### src/rtl/async_tx_pkg.sv
package async_tx_pkg;
  localparam int DATA_W  = 8;
  localparam int CTL_W   = 9;
  localparam int FRAME_W = 1 + DATA_W + 1 + 2;
  localparam int CNT_W   = $clog2(FRAME_W + 1);

  typedef struct packed {
    logic [1:0] stop;
    logic [1:0] len;
    logic       par_even;
    logic       par_en;
    logic       dtr;
    logic       brk;
    logic       en;
  } ctl_t;

  function automatic logic [CNT_W-1:0] data_bits(input logic [1:0] code);
    case (code)
      2'b00:   return CNT_W'(5);
      2'b01:   return CNT_W'(7);
      2'b10:   return CNT_W'(6);
      default: return CNT_W'(8);
    endcase
  endfunction
endpackage

### src/rtl/async_tx_ctl.sv
module async_tx_ctl
  import async_tx_pkg::*;
(
  input  logic clk,
  input  logic rst_n,
  input  logic chan_rst,
  input  logic we,
  input  ctl_t wdata,
  output ctl_t ctl_q
);
  ctl_t ctl_d;

  always_comb begin
    ctl_d = ctl_q;
    if (chan_rst) ctl_d = '0;
    else if (we)  ctl_d = wdata;
  end

  always_ff @(posedge clk or negedge rst_n) begin
    if (!rst_n) ctl_q <= '0;
    else        ctl_q <= ctl_d;
  end

  assert_chan_clear_R10: assert property (@(posedge clk) disable iff (!rst_n)
    chan_rst |=> (!ctl_q.dtr && !ctl_q.en));
endmodule

### src/rtl/async_tx_frame.sv
module async_tx_frame
  import async_tx_pkg::*;
(
  input  ctl_t                ctl,
  input  logic [DATA_W-1:0]   din,
  output logic [FRAME_W-1:0]  frame,
  output logic [CNT_W-1:0]    nbits
);
  logic [CNT_W-1:0]  len;
  logic [DATA_W-1:0] masked;
  logic              par_bit;

  always_comb begin
    len = data_bits(ctl.len);
    for (int i = 0; i < DATA_W; i++)
      masked[i] = (i < int'(len)) ? din[i] : 1'b0;
    par_bit = ctl.par_even ? (^masked) : ~(^masked);
    frame   = '1;
    frame[0] = 1'b0;
    for (int i = 0; i < DATA_W; i++)
      if (i < int'(len)) frame[1+i] = masked[i];
    for (int j = 0; j < FRAME_W; j++)
      if (ctl.par_en && (j == int'(len) + 1)) frame[j] = par_bit;
    nbits = CNT_W'(1) + len + CNT_W'(ctl.par_en)
          + ((ctl.stop == 2'b11) ? CNT_W'(2) : CNT_W'(1));
  end
endmodule

### src/rtl/async_tx_shift.sv
module async_tx_shift
  import async_tx_pkg::*;
#(
  parameter int BIT_TICKS = 16
) (
  input  logic               clk,
  input  logic               rst_n,
  input  logic               tick,
  input  logic               x16,
  input  logic               line_ok,
  input  logic               long_stop,
  input  logic [FRAME_W-1:0] load_frame,
  input  logic [CNT_W-1:0]   load_nbits,
  input  logic               din_valid,
  output logic               ready,
  output logic               busy,
  output logic               txbit
);
  localparam int LONG_TICKS = BIT_TICKS + BIT_TICKS / 2;
  localparam int SW         = $clog2(LONG_TICKS);

  logic [FRAME_W-1:0] sr_q, sr_d;
  logic [CNT_W-1:0]   left_q, left_d;
  logic [SW-1:0]      sub_q, sub_d, lim;
  logic               busy_d, x16_q, x16_d, long_q, long_d, accept;

  assign ready  = line_ok && !busy;
  assign accept = ready && din_valid;
  assign txbit  = sr_q[0];

  always_comb begin
    busy_d = busy;
    sr_d   = sr_q;
    left_d = left_q;
    sub_d  = sub_q;
    x16_d  = x16_q;
    long_d = long_q;
    if ((left_q == CNT_W'(1)) && long_q) lim = SW'(LONG_TICKS - 1);
    else if (x16_q)                      lim = SW'(BIT_TICKS - 1);
    else                                 lim = '0;
    if (!line_ok) begin
      busy_d = 1'b0;
      sr_d   = '1;
      sub_d  = '0;
    end else if (accept) begin
      busy_d = 1'b1;
      sr_d   = load_frame;
      left_d = load_nbits;
      sub_d  = '0;
      x16_d  = x16;
      long_d = long_stop && x16;
    end else if (busy && tick) begin
      if (sub_q == lim) begin
        sub_d  = '0;
        sr_d   = {1'b1, sr_q[FRAME_W-1:1]};
        left_d = left_q - CNT_W'(1);
        if (left_q == CNT_W'(1)) busy_d = 1'b0;
      end else begin
        sub_d = sub_q + SW'(1);
      end
    end
  end

  always_ff @(posedge clk or negedge rst_n) begin
    if (!rst_n) begin
      busy   <= 1'b0;
      sr_q   <= '1;
      left_q <= '0;
      sub_q  <= '0;
      x16_q  <= 1'b0;
      long_q <= 1'b0;
    end else begin
      busy   <= busy_d;
      sr_q   <= sr_d;
      left_q <= left_d;
      sub_q  <= sub_d;
      x16_q  <= x16_d;
      long_q <= long_d;
    end
  end

  assert_start_low_R2: assert property (@(posedge clk) disable iff (!rst_n)
    accept |=> (busy && !txbit));
  assert_hold_no_tick_R2: assert property (@(posedge clk) disable iff (!rst_n)
    (busy && !tick && line_ok) |=> $stable(sr_q));
  assert_sub_bound_R6: assert property (@(posedge clk) disable iff (!rst_n)
    busy |-> (sub_q < SW'(LONG_TICKS)));
  assert_one_tick_cells_R7: assert property (@(posedge clk) disable iff (!rst_n)
    (busy && !x16_q) |-> (sub_q == '0));
endmodule

### src/rtl/async_tx_framer.sv
module async_tx_framer
  import async_tx_pkg::*;
#(
  parameter int BIT_TICKS = 16
) (
  input  logic             clk,
  input  logic             rst_n,
  input  logic             tick,
  input  logic             x16_mode,
  input  logic             ctl_we,
  input  logic [CTL_W-1:0] ctl_wdata,
  input  logic             chan_rst,
  input  logic [DATA_W-1:0] din,
  input  logic             din_valid,
  output logic             din_ready,
  output logic             txd,
  output logic             dtr_n,
  output logic             tx_idle,
  output logic             cfg_err
);
  logic [1:0]         rst_sync;
  logic               rst_s_n, busy, txbit, line_on, line_ok;
  ctl_t               ctl;
  logic [FRAME_W-1:0] frame;
  logic [CNT_W-1:0]   nbits;

  always_ff @(posedge clk or negedge rst_n) begin
    if (!rst_n) rst_sync <= 2'b00;
    else        rst_sync <= {rst_sync[0], 1'b1};
  end
  assign rst_s_n = rst_sync[1];

  async_tx_ctl u_ctl (
    .clk(clk), .rst_n(rst_s_n), .chan_rst(chan_rst),
    .we(ctl_we), .wdata(ctl_t'(ctl_wdata)), .ctl_q(ctl)
  );

  async_tx_frame u_frame (
    .ctl(ctl), .din(din), .frame(frame), .nbits(nbits)
  );

  assign line_on = ctl.en && (ctl.stop != 2'b00);
  assign line_ok = line_on && !ctl.brk;

  async_tx_shift #(.BIT_TICKS(BIT_TICKS)) u_shift (
    .clk(clk), .rst_n(rst_s_n), .tick(tick), .x16(x16_mode),
    .line_ok(line_ok), .long_stop(ctl.stop == 2'b10),
    .load_frame(frame), .load_nbits(nbits), .din_valid(din_valid),
    .ready(din_ready), .busy(busy), .txbit(txbit)
  );

  always_comb begin
    if (!line_on)     txd = 1'b1;
    else if (ctl.brk) txd = 1'b0;
    else if (busy)    txd = txbit;
    else              txd = 1'b1;
  end

  assign dtr_n   = ~ctl.dtr;
  assign tx_idle = ~busy;
  assign cfg_err = (ctl.stop == 2'b10) && !x16_mode;

  assert_break_aborts_R8: assert property (@(posedge clk) disable iff (!rst_s_n)
    ctl.brk |=> tx_idle);
  assert_disabled_mark_R9: assert property (@(posedge clk) disable iff (!rst_s_n)
    !ctl.en |-> txd);
  assert_ready_only_idle_R11: assert property (@(posedge clk) disable iff (!rst_s_n)
    din_ready |-> tx_idle);
endmodule

### config.mk
export PLATFORM = sky130hd
export DESIGN_NAME = async_tx_framer
export DESIGN_NICKNAME = d
export VERILOG_FILES = /design/src/rtl/async_tx_pkg.sv /design/src/rtl/async_tx_ctl.sv /design/src/rtl/async_tx_frame.sv /design/src/rtl/async_tx_shift.sv /design/src/rtl/async_tx_framer.sv
export SDC_FILE = /design/constraint.sdc
export NUM_CORES = 1
export LEC_CHECK = 0
export BUFFER_PORTS_ARGS = -buffer_cell sky130_fd_sc_hd__buf_2
export CORE_MARGIN = 3
export CORE_UTILIZATION = 24
export CTS_CLUSTER_DIAMETER = 80
export DETAILED_ROUTE_END_ITERATION = 6
export HOLD_SLACK_MARGIN = 0.1
export PLACE_DENSITY = 0.38
export SLEW_MARGIN = 40
export SYNTH_ARGS = -nofsm -noshare
export SYNTH_HDL_FRONTEND = slang
export SYNTH_HIERARCHICAL = 1
export SYNTH_SLANG_ARGS = --single-unit
### constraint.sdc
create_clock -name clk -period 1.4 [get_ports clk]
set_input_delay 0.28 -clock clk [delete_from_list [all_inputs] [get_ports clk]]
set_output_delay 0.28 -clock clk [all_outputs]
set_load 0.01 [all_outputs]
; Word level (Yosys, flattened, before mapping)
; Cells that the tools add are included.
[totals]
register_bits = 35
elab_cells = 139
[classes]
add_sub_neg = 6
order_cmp = 8
n_eq_ne = 20
n_mux = 54
bitwise_logic = 3
reduce_logical = 34
[ops]
columns = cell, count
row1 = $eq A4 B32 Y1 const A, 4
row2 = $eq A5 B32 Y1 const A, 4
row3 = $eq A3 B32 Y1 const A, 2
row4 = $mux W12, 4
row5 = $mux W1, 37
row6 = $eq A2 B32 Y1 const A, 1
row7 = $logic_not A32 Y1, 1
row8 = $mux W5, 5
row9 = $logic_and A1 B1 Y1, 20
row10 = $mux W9, 2
row11 = $lt A3 B4 Y1 const A, 4
row12 = $mux W4, 4
row13 = $pmux W4 S3, 1
row14 = $ne A3 B3 Y1 const B, 3
row15 = $lt A1 B4 Y1 const A, 2
row16 = $lt A2 B4 Y1 const A, 2
row17 = $reduce_bool A2 Y1, 4
row18 = $reduce_xor A8 Y1, 1
row19 = $eq A2 B2 Y1 const B, 3
row20 = $reduce_and A3 Y1, 2
row21 = $add A4 B1 Y5 const B, 1
row22 = $add A5 B1 Y5 const B, 1
row23 = $eq A5 B5 Y1, 1
row24 = $add A1 B4 Y4 const A, 1
row25 = other kinds (10), 15

; Depth between registers and ports, before layout
; Gate-level depths: netlist of the first run.
[logic_depth]
depth_word = 10
mapped_depth = 10
depth_no_buf = 10

; Cells and area by module
; The synthesis of the first run kept the hierarchy.
[by_module_without_submodules]
columns = module, n_inst, cells_each, area_each_um2, seq_area_each_um2
row1 = async_tx_shift, 1, 144, 1346.3, 615.6
row2 = async_tx_frame, 1, 63, 488.0, 0.0
row3 = async_tx_ctl, 1, 29, 364.1, 225.2
row4 = async_tx_framer, 1, 11, 103.8, 50.0

; Worst setup path after synthesis of the first run
; OpenSTA, ideal clock, no wires.
[synth_timing]
path_kind = register to register
from = register u_ctl/ctl_q[5] (netlist name)
to = register u_shift.left_q[3]
setup_time_ps = 82
arrival_ps = 2028
required_ps = 1318
path_slack_ps = -710
stages_incl_launch_ff = 10
n_path_buf = 0
period_less_slack_ps = 2110
path_cell_list = dfrtp_1 > inv_1 > fa_1 > inv_1 > ha_1 > a21o_1 > a21oi_1 > xnor2_1 > nor2_1 > a31oi_1
[synth_via]
elab_chain_len = 6
[synth_rtl]
columns = item, line
row1 = "start, declared", async_tx_ctl.sv:9  ; output ctl_t ctl_q
row2 = "start signal, assigned", async_tx_ctl.sv:21  ; else ctl_q <= ctl_d;
row3 = "$eq A2 B2 Y1, or another cell as far along", async_tx_pkg.sv:18  ; case (code)
row4 = $pmux W4 S3 *, async_tx_pkg.sv:18
row5 = $add A1 B4 Y4 *, async_tx_frame.sv:24  ; nbits = CNT_W'(1) + len + CNT_W'(ctl.par_en)
row6 = $add A4 B1 Y4 *, async_tx_frame.sv:24
row7 = $add A4 B4 Y4 *, async_tx_frame.sv:25  ; + ((ctl.stop == 2'b11) ? CNT_W'(2) : CNT_W'(1));
row8 = net nbits[3], async_tx_framer.sv:25  ; logic [CNT_W-1:0] nbits;
row9 = $mux W4 *, async_tx_shift.sv:45  ; end else if (accept) begin
row10 = "end signal, assigned", async_tx_shift.sv:75  ; left_q <= left_d;
row11 = "end, declared", async_tx_shift.sv:23  ; logic [CNT_W-1:0] left_q, left_d;
; The timed path passes the listed nets; every way through them passes the cells marked *.
; A chain may end at the register's enable or synchronous reset.

; Worst setup path after layout of the first run
[layout_timing]
from = register u_ctl/ctl_q[5] (netlist name)
to = register u_shift.left_q[1]
; The elaborated chain is that of the path after synthesis.

==> summary.txt, run 1 <==
CTS
  – H-tree levels: 2
  – Total CTS buffers: 5
  – CTS tree: built
  – Root Buffer Master: clkbuf_8
  – Worst skew pair latency: 290 ps
  – Max Buffers Root-to-Sink: 2
  – Reg clk slew, reported paths: approximately 80 ps
  – Clk sinks: 35

Logic synthesis
  – Area leader, netlist: dfrtp_1
  – Post-synthesis instance total: 247
  – Ys Warns: 6
  – Area contributors post-synth: dfrtp_1, dfstp_2, ha_1, nand2_1, mux2_2
  – Mean post-synth cell area: 9.32 µm²
  – Seq/Total Area, Yosys: 0.387
  – Fraction of registers with async set/reset: 1.00
  – Number of synthesized flops with an enable pin: 0
  – Most common cell in the netlist: nand2_1
  – Count of cell types in the netlist: 46
  – Synth top area share: 0.250
  – Post-synth top cells: nand2_1, dfrtp_1, nor2_1
  – Ys flop type: dfrtp_1
  – Syn_nets: ~290
  – Yosys reg bits: 35
  – Synthesized area: 2300 µm²

Pwr
  – Peak supply drop: 0.453 mV
  – Leak Pwr: 1.61 nW
  – Pwr/cell area: 846 nW/µm²

Critical path
  – Required @ worst endpoint: around 1600 ps
  – CP Launch Point: u_ctl/ctl_q[5]$_DFFE_PN0P_
  – Crit-path max FO: 4
  – Critical path launch point type: register
  – R2R cell count: 8
  – Worst setup path end: u_shift/left_q[1]$_DFFE_PN0P_
  – Worst r2r dst: u_shift/left_q[1]$_DFFE_PN0P_
  – WP data arrival: between 2000 and 2500 ps
  – Critical R2R Launch: u_ctl/ctl_q[5]$_DFFE_PN0P_
  – Critical Path End Type: register
  – Critical path type: register to register
  – Internal reg-to-reg setup slack: -640 ps

Finish
  – Layout Nets: 385
  – Antenna fix cells: 0
  – Fillers: 950
  – Final Util: 0.386
  – Share of cells above drive strength 1: 0.525
  – Fin cells: 474
  – Area growth from synthesis to layout: 55.6%

Detailed routing
  – DR iter-0 viols: 37
  – Number of routed nets with antenna violations: 0
  – Number of remaining DRC errors: 0
  – DRT Pass-1 Iters: 4
  – Wire per inst: 12.6 µm
  – Post-DR vias/cell: 4.28
  – Via count: 2029
  – Routed wire length: 5990 µm

Place
  – Port bufs: 28
  – Dpl ws: -632 ps
  – Post-placement cell count: 447
  – HPWL after detailed placement: 4310 µm
  – Gpl congestion: 0.699

Status
  – Status: finished with violations
  – Violated checks: negative setup slack

GRT
  – Vias in the first global route: 2044
  – Largest net degree at the start of global routing: 27
  – Total Routing Usage GR: 0.114
  – Remaining Overflow, GRT: 0
  – First-pass GRT wire length: 10000 µm
  – Initial antenna violation count: 0

Floorplan
  – Die Ht: just over 100 µm
  – Initial cell density of the core: 0.248
  – Die width: 104 µm
  – Number of cell rows: 35
  – Ports: 29
  – Core ar.: 9280 µm²
  – Die ar.: 10800 µm²

Timing
  – Final setup fails: 27
  – Final Hold Viols: 0
  – RSZ-0062 raised after global routing: true
  – Fin crit period: 2040 ps
  – Pins Over Slew Limit: 0
  – Period utilisation layout: 1.46
  – Final WS setup: -643 ps
  – Worst Skew: 3.99 ps
  – Fmax: 0.489 GHz

Flow run
  – Max capacitance violation total: 0

Worst hold path
  – Hold Crit Class: register to async pin
-- registers in the layout, summed over array words and instances, names as in the netlist --
register / count
rst_sync: 2
u_ctl/ctl_q: 9
u_shift/busy: 1
u_shift/left_q: 4
u_shift/long_q: 1
u_shift/sr_q: 12
u_shift/sub_q: 5
u_shift/x16_q: 1
-- cells in the final DEF, fill, tap and decap left out, types with 3 or more instances in the layout --
cell type,instances
a21oi_1,3
a31oi_1,8
buf_2,26
buf_4,53
buf_6,18
clkbuf_8,5
dfrtp_1,23
dfstp_2,12
ha_1,10
ha_2,3
inv_1,12
inv_2,7
mux2_4,10
mux2i_1,9
nand2_1,27
nand2_2,4
nand3_1,4
nor2_1,17
nor2b_4,4
o21ai_0,12
o21ai_1,4
o21ai_2,4
or3_1,3
xnor2_1,6
-- kinds of logic (layout without fill, tap and decap cells) --
logic type               Yosys count  count (layout)  share of synthesized area
AND/OR/NAND/NOR                   80              82                      0.168
AO/OA/AOI/OAI                     52              52                      0.146
flip-flops                        35              35                      0.387
buffers and inverters             32             128                     0.0636
multiplexers                      20              20                     0.0924
adder cells (fa/ha/maj)           17              17                     0.0989
XOR/XNOR                           9               9                     0.0408
other                              2               2                    0.00326
-- how the worst min path moves through the flow --
stage | end | cells past startpoint
finish | u_shift/sub_q[3]$_DFFE_PN0P_ | 0
global route | u_shift/x16_q$_DFFE_PN0P_ | 0
CTS | u_shift/x16_q$_DFFE_PN0P_ | 0
detailed placement | rst_sync[0]$_DFF_PN0_ | 1
global placement | rst_sync[0]$_DFF_PN0_ | 1
floorplan | rst_sync[0]$_DFF_PN0_ | 0
-- metal layers --
metal,GRT usage,part of all wire
met5,0,0
met4,0.0361,0.011
met3,0.0236,0.039
met2,0.176,0.46
met1,0.160,0.49
-- where the power goes --
part	switching [mW]	total, mW	internal (mW)
clock network	0.393	0.915	0.522
logic	0.403	0.935	0.533
registers	0.0839	1.18	1.10
total	0.880	3.03	2.15
-- worst max-delay path, stage by stage (launching register included) --
cell and delay, ps:
dfrtp_1 420, inv_2 110, fa_1 430, buf_4 150, buf_6 110, fa_2 540, inv_1 40, nor2_1 80
a31oi_1 50
-- metrics by stage --
stage	hold slack [ps]	instance area [µm²]	TNS [ps]	power, mW
after floorplan	-15.6	2440	-9080	1.59
after global placement	65.9	3080	-13330	1.89
after detailed placement	69.2	3080	-13070	1.89
after CTS	189	3400	-11770	2.97
after global routing	209	3580	-15010	3.21
final	173	3580	-12250	3.03
-- what timing repair did --
item | in CTS | in global routing
buffers inserted | 8 | 11
pin swaps | 13 | 11
hold endpoints to repair | 2 | 0
gates cloned | 2 | 0
endpoints found under the setup margin | 27 | 27
hold buffers | 1 | 0
resized for setup | 30 | 31
-- layout make-up --
| class | instances | area [µm²] | share of cell area |
|---|---|---|---|
| Clock buffer | 5 | 68.8 | 0.0192 |
| Clock inverter | 3 | 38.8 | 0.0108 |
| Inverter | 19 | 71.3 | 0.0199 |
| Multi-Input combinational cell | 182 | 1560 | 0.434 |
| Sequential cell | 35 | 891 | 0.249 |
| Tap cell | 129 | 161 | 0.0451 |
| Timing Repair Buffer | 101 | 796 | 0.222 |
(Power assumes the default switching activity.)
==> run 2, diff against run 1 <==
- SETUP_SLACK_MARGIN: unset -> 0.02
- clock period: 1.4 -> 2.65 ns (I/O delays scaled with it)
==> summary.txt, run 2 (synthesized netlist as in run 1, its figures left out) <==
Status
  – Status: finished clean

CTS
  – Reg clk slew, reported paths: approximately 80 ps
  – Worst skew pair latency: 290 ps
  – CTS tree: built
  – Clk sinks: 35
  – H-tree levels: 2
  – Total CTS buffers: 5
  – # Post-CTS Setup Buffers: 0
  – Root Buffer Master: clkbuf_8
  – Post-CTS Resized: 0
  – Max Buffers Root-to-Sink: 2

Timing
  – Final setup fails: 0
  – Worst slew pin tran: 644 ps
  – Period utilisation layout: 0.882
  – Final Hold Viols: 0
  – Max-Slew Margin vs Limit: 0.570
  – Fmax: 0.428 GHz
  – Setup_tns: 0 ps
  – Worst Skew: just over 9 ps
  – RSZ-0062 raised after global routing: false
  – Fin crit period: 2340 ps
  – Pins Over Slew Limit: 0

Critical path
  – Required @ worst endpoint: 2870 ps
  – Critical path type: register to register
  – Critical Path End Type: register
  – WP data arrival: 2560 ps
  – Crit-path max FO: 12
  – Critical path launch point type: register

Finish
  – Largest register by flop count: u_shift/sr_q
  – Multi-input logic area: 1270 µm²
  – Largest regs: u_shift/sr_q x12, u_ctl/ctl_q x9, u_shift/sub_q x5
  – Reg area: approximately 900 µm²
  – Most common cell after layout, fill and taps aside: nand2_1
  – Most frequent cells in the layout: nand2_1, buf_2, dfrtp_1
  – Area growth from synthesis to layout: 20.4%
  – Antenna fix cells: 0
  – Share of cells above drive strength 1: 0.281
  – Fin cells: approximately 410
  – Layout Nets: 325
  – Fillers: a little over 1000
  – Largest register FFs: 12

Detailed routing
  – Number of remaining DRC errors: 0
  – Post-DR vias/cell: 4.27
  – Wire per inst: 12.7 µm
  – DRT Pass-1 Iters: 4
  – DR iter-0 viols: 40
  – Number of routed nets with antenna violations: 0
  – Via count: 1769
  – Routed wire length: ~5300 µm

Floorplan
  – Core ar.: 9280 µm²
  – Die Ht: slightly above 100 µm
  – Die ar.: between 10000 and 15000 µm²
  – Die width: 104 µm
  – Number of cell rows: 35
  – Ports: 29
  – Initial cell density of the core: 0.248

Worst hold path
  – Hold Crit Class: register to async pin

Place
  – Post-placement cell count: 405
  – Gpl congestion: 0.765
  – Port bufs: 28
  – HPWL after detailed placement: 3980 µm

Pwr
  – Peak supply drop: 0.278 mV
  – Pwr/cell area: 509 nW/µm²
  – Leak Pwr: between 1 and 1.5 nW

GRT
  – Remaining Overflow, GRT: 0
  – Total Routing Usage GR: 0.103
  – Vias in the first global route: about 1800
  – Largest net degree at the start of global routing: 25
  – First-pass GRT wire length: just under 9000 µm
  – Initial antenna violation count: 0

Flow run
  – Max capacitance violation total: 0
[run 2: changes by cell type in the layout (fill, tap and decap cells not counted), sizes merged]
cell / change
inv: +1
and2: -1
nand2: -1
clkbuf: +2
clkinv: -2
bufinv: -1
buf: -58
[run 2: cell type report]
| cell class | count | share of cell area |
|---|---|---|
| inverter | 19 | 0.0257 |
| clock buffer | 7 | 0.0429 |
| timing repair buffer | 43 | 0.0921 |
| sequential | 35 | 0.321 |
| tap | 129 | 0.0582 |
| multi-input combinational | 180 | 0.457 |
| clock inverter | 1 | 0.00226 |
[run 2: stage by stage]
stage	instance area [µm²]	utilization	hold slack (ps)	power, mW	setup WS, ps
after floorplan	2300	-	234	0.813	540
after global placement	2630	0.284	276	0.912	30.5
after detailed placement	2640	0.284	276	0.912	285
after CTS	2770	0.299	271	1.44	278
after global routing	2770	0.299	323	1.52	67.5
final	2770	0.299	242	1.41	314
[run 2: final timing paths]
kind,from,endpoint,slack [ps],cells after the start
min in group clk,rst_sync[0]$_DFF_PN0_,rst_sync[1]$_DFF_PN0_,350,0
min,rst_sync[1]$_DFF_PN0_,u_shift/left_q[3]$_DFFE_PN0P_,240,0
max reg2reg,u_shift/left_q[1]$_DFFE_PN0P_,u_shift/sr_q[0]$_DFFE_PN1P_,310,7
min reg2reg,rst_sync[1]$_DFF_PN0_,u_shift/left_q[3]$_DFFE_PN0P_,240,0
max,u_shift/left_q[1]$_DFFE_PN0P_,u_shift/sr_q[0]$_DFFE_PN1P_,310,7
max in group asynchronous,rst_sync[1]$_DFF_PN0_,u_shift/sr_q[0]$_DFFE_PN1P_,1710,1
[run 2: metal layers]
| metal | GRT usage | wire length (µm) | up-vias |
|---|---|---|---|
| li1 | - | - | 913 |
| met1 | 0.137 | 2650 | 832 |
| met2 | 0.161 | 2380 | 19 |
| met3 | 0.0261 | 152 | 5 |
| met4 | 0.0370 | 72 | 0 |
| met5 | 0 | 0 | - |
[run 2: critical path, stage by stage, from the launching register on]
cell and delay (ps):
dfrtp_1 390, inv_1 80, ha_1 150, nor4bb_1 390, a311o_1 290, a21oi_2 50
nor2_2 510, mux2_2 400
[run 2: repair_timing]
action                     in CTS  in global routing
hold buffers                    1                  0
hold endpoints to repair        2                  0
setup endpoints to repair       0                  0
[run 2: report_power, final]
| part | total, mW | internal (mW) | leakage (nW) | switching, mW |
|---|---|---|---|---|
| clock network | 0.514 | 0.300 | 0.0651 | 0.214 |
| logic | 0.278 | 0.130 | 0.721 | 0.147 |
| registers | 0.620 | 0.579 | 0.426 | 0.0412 |
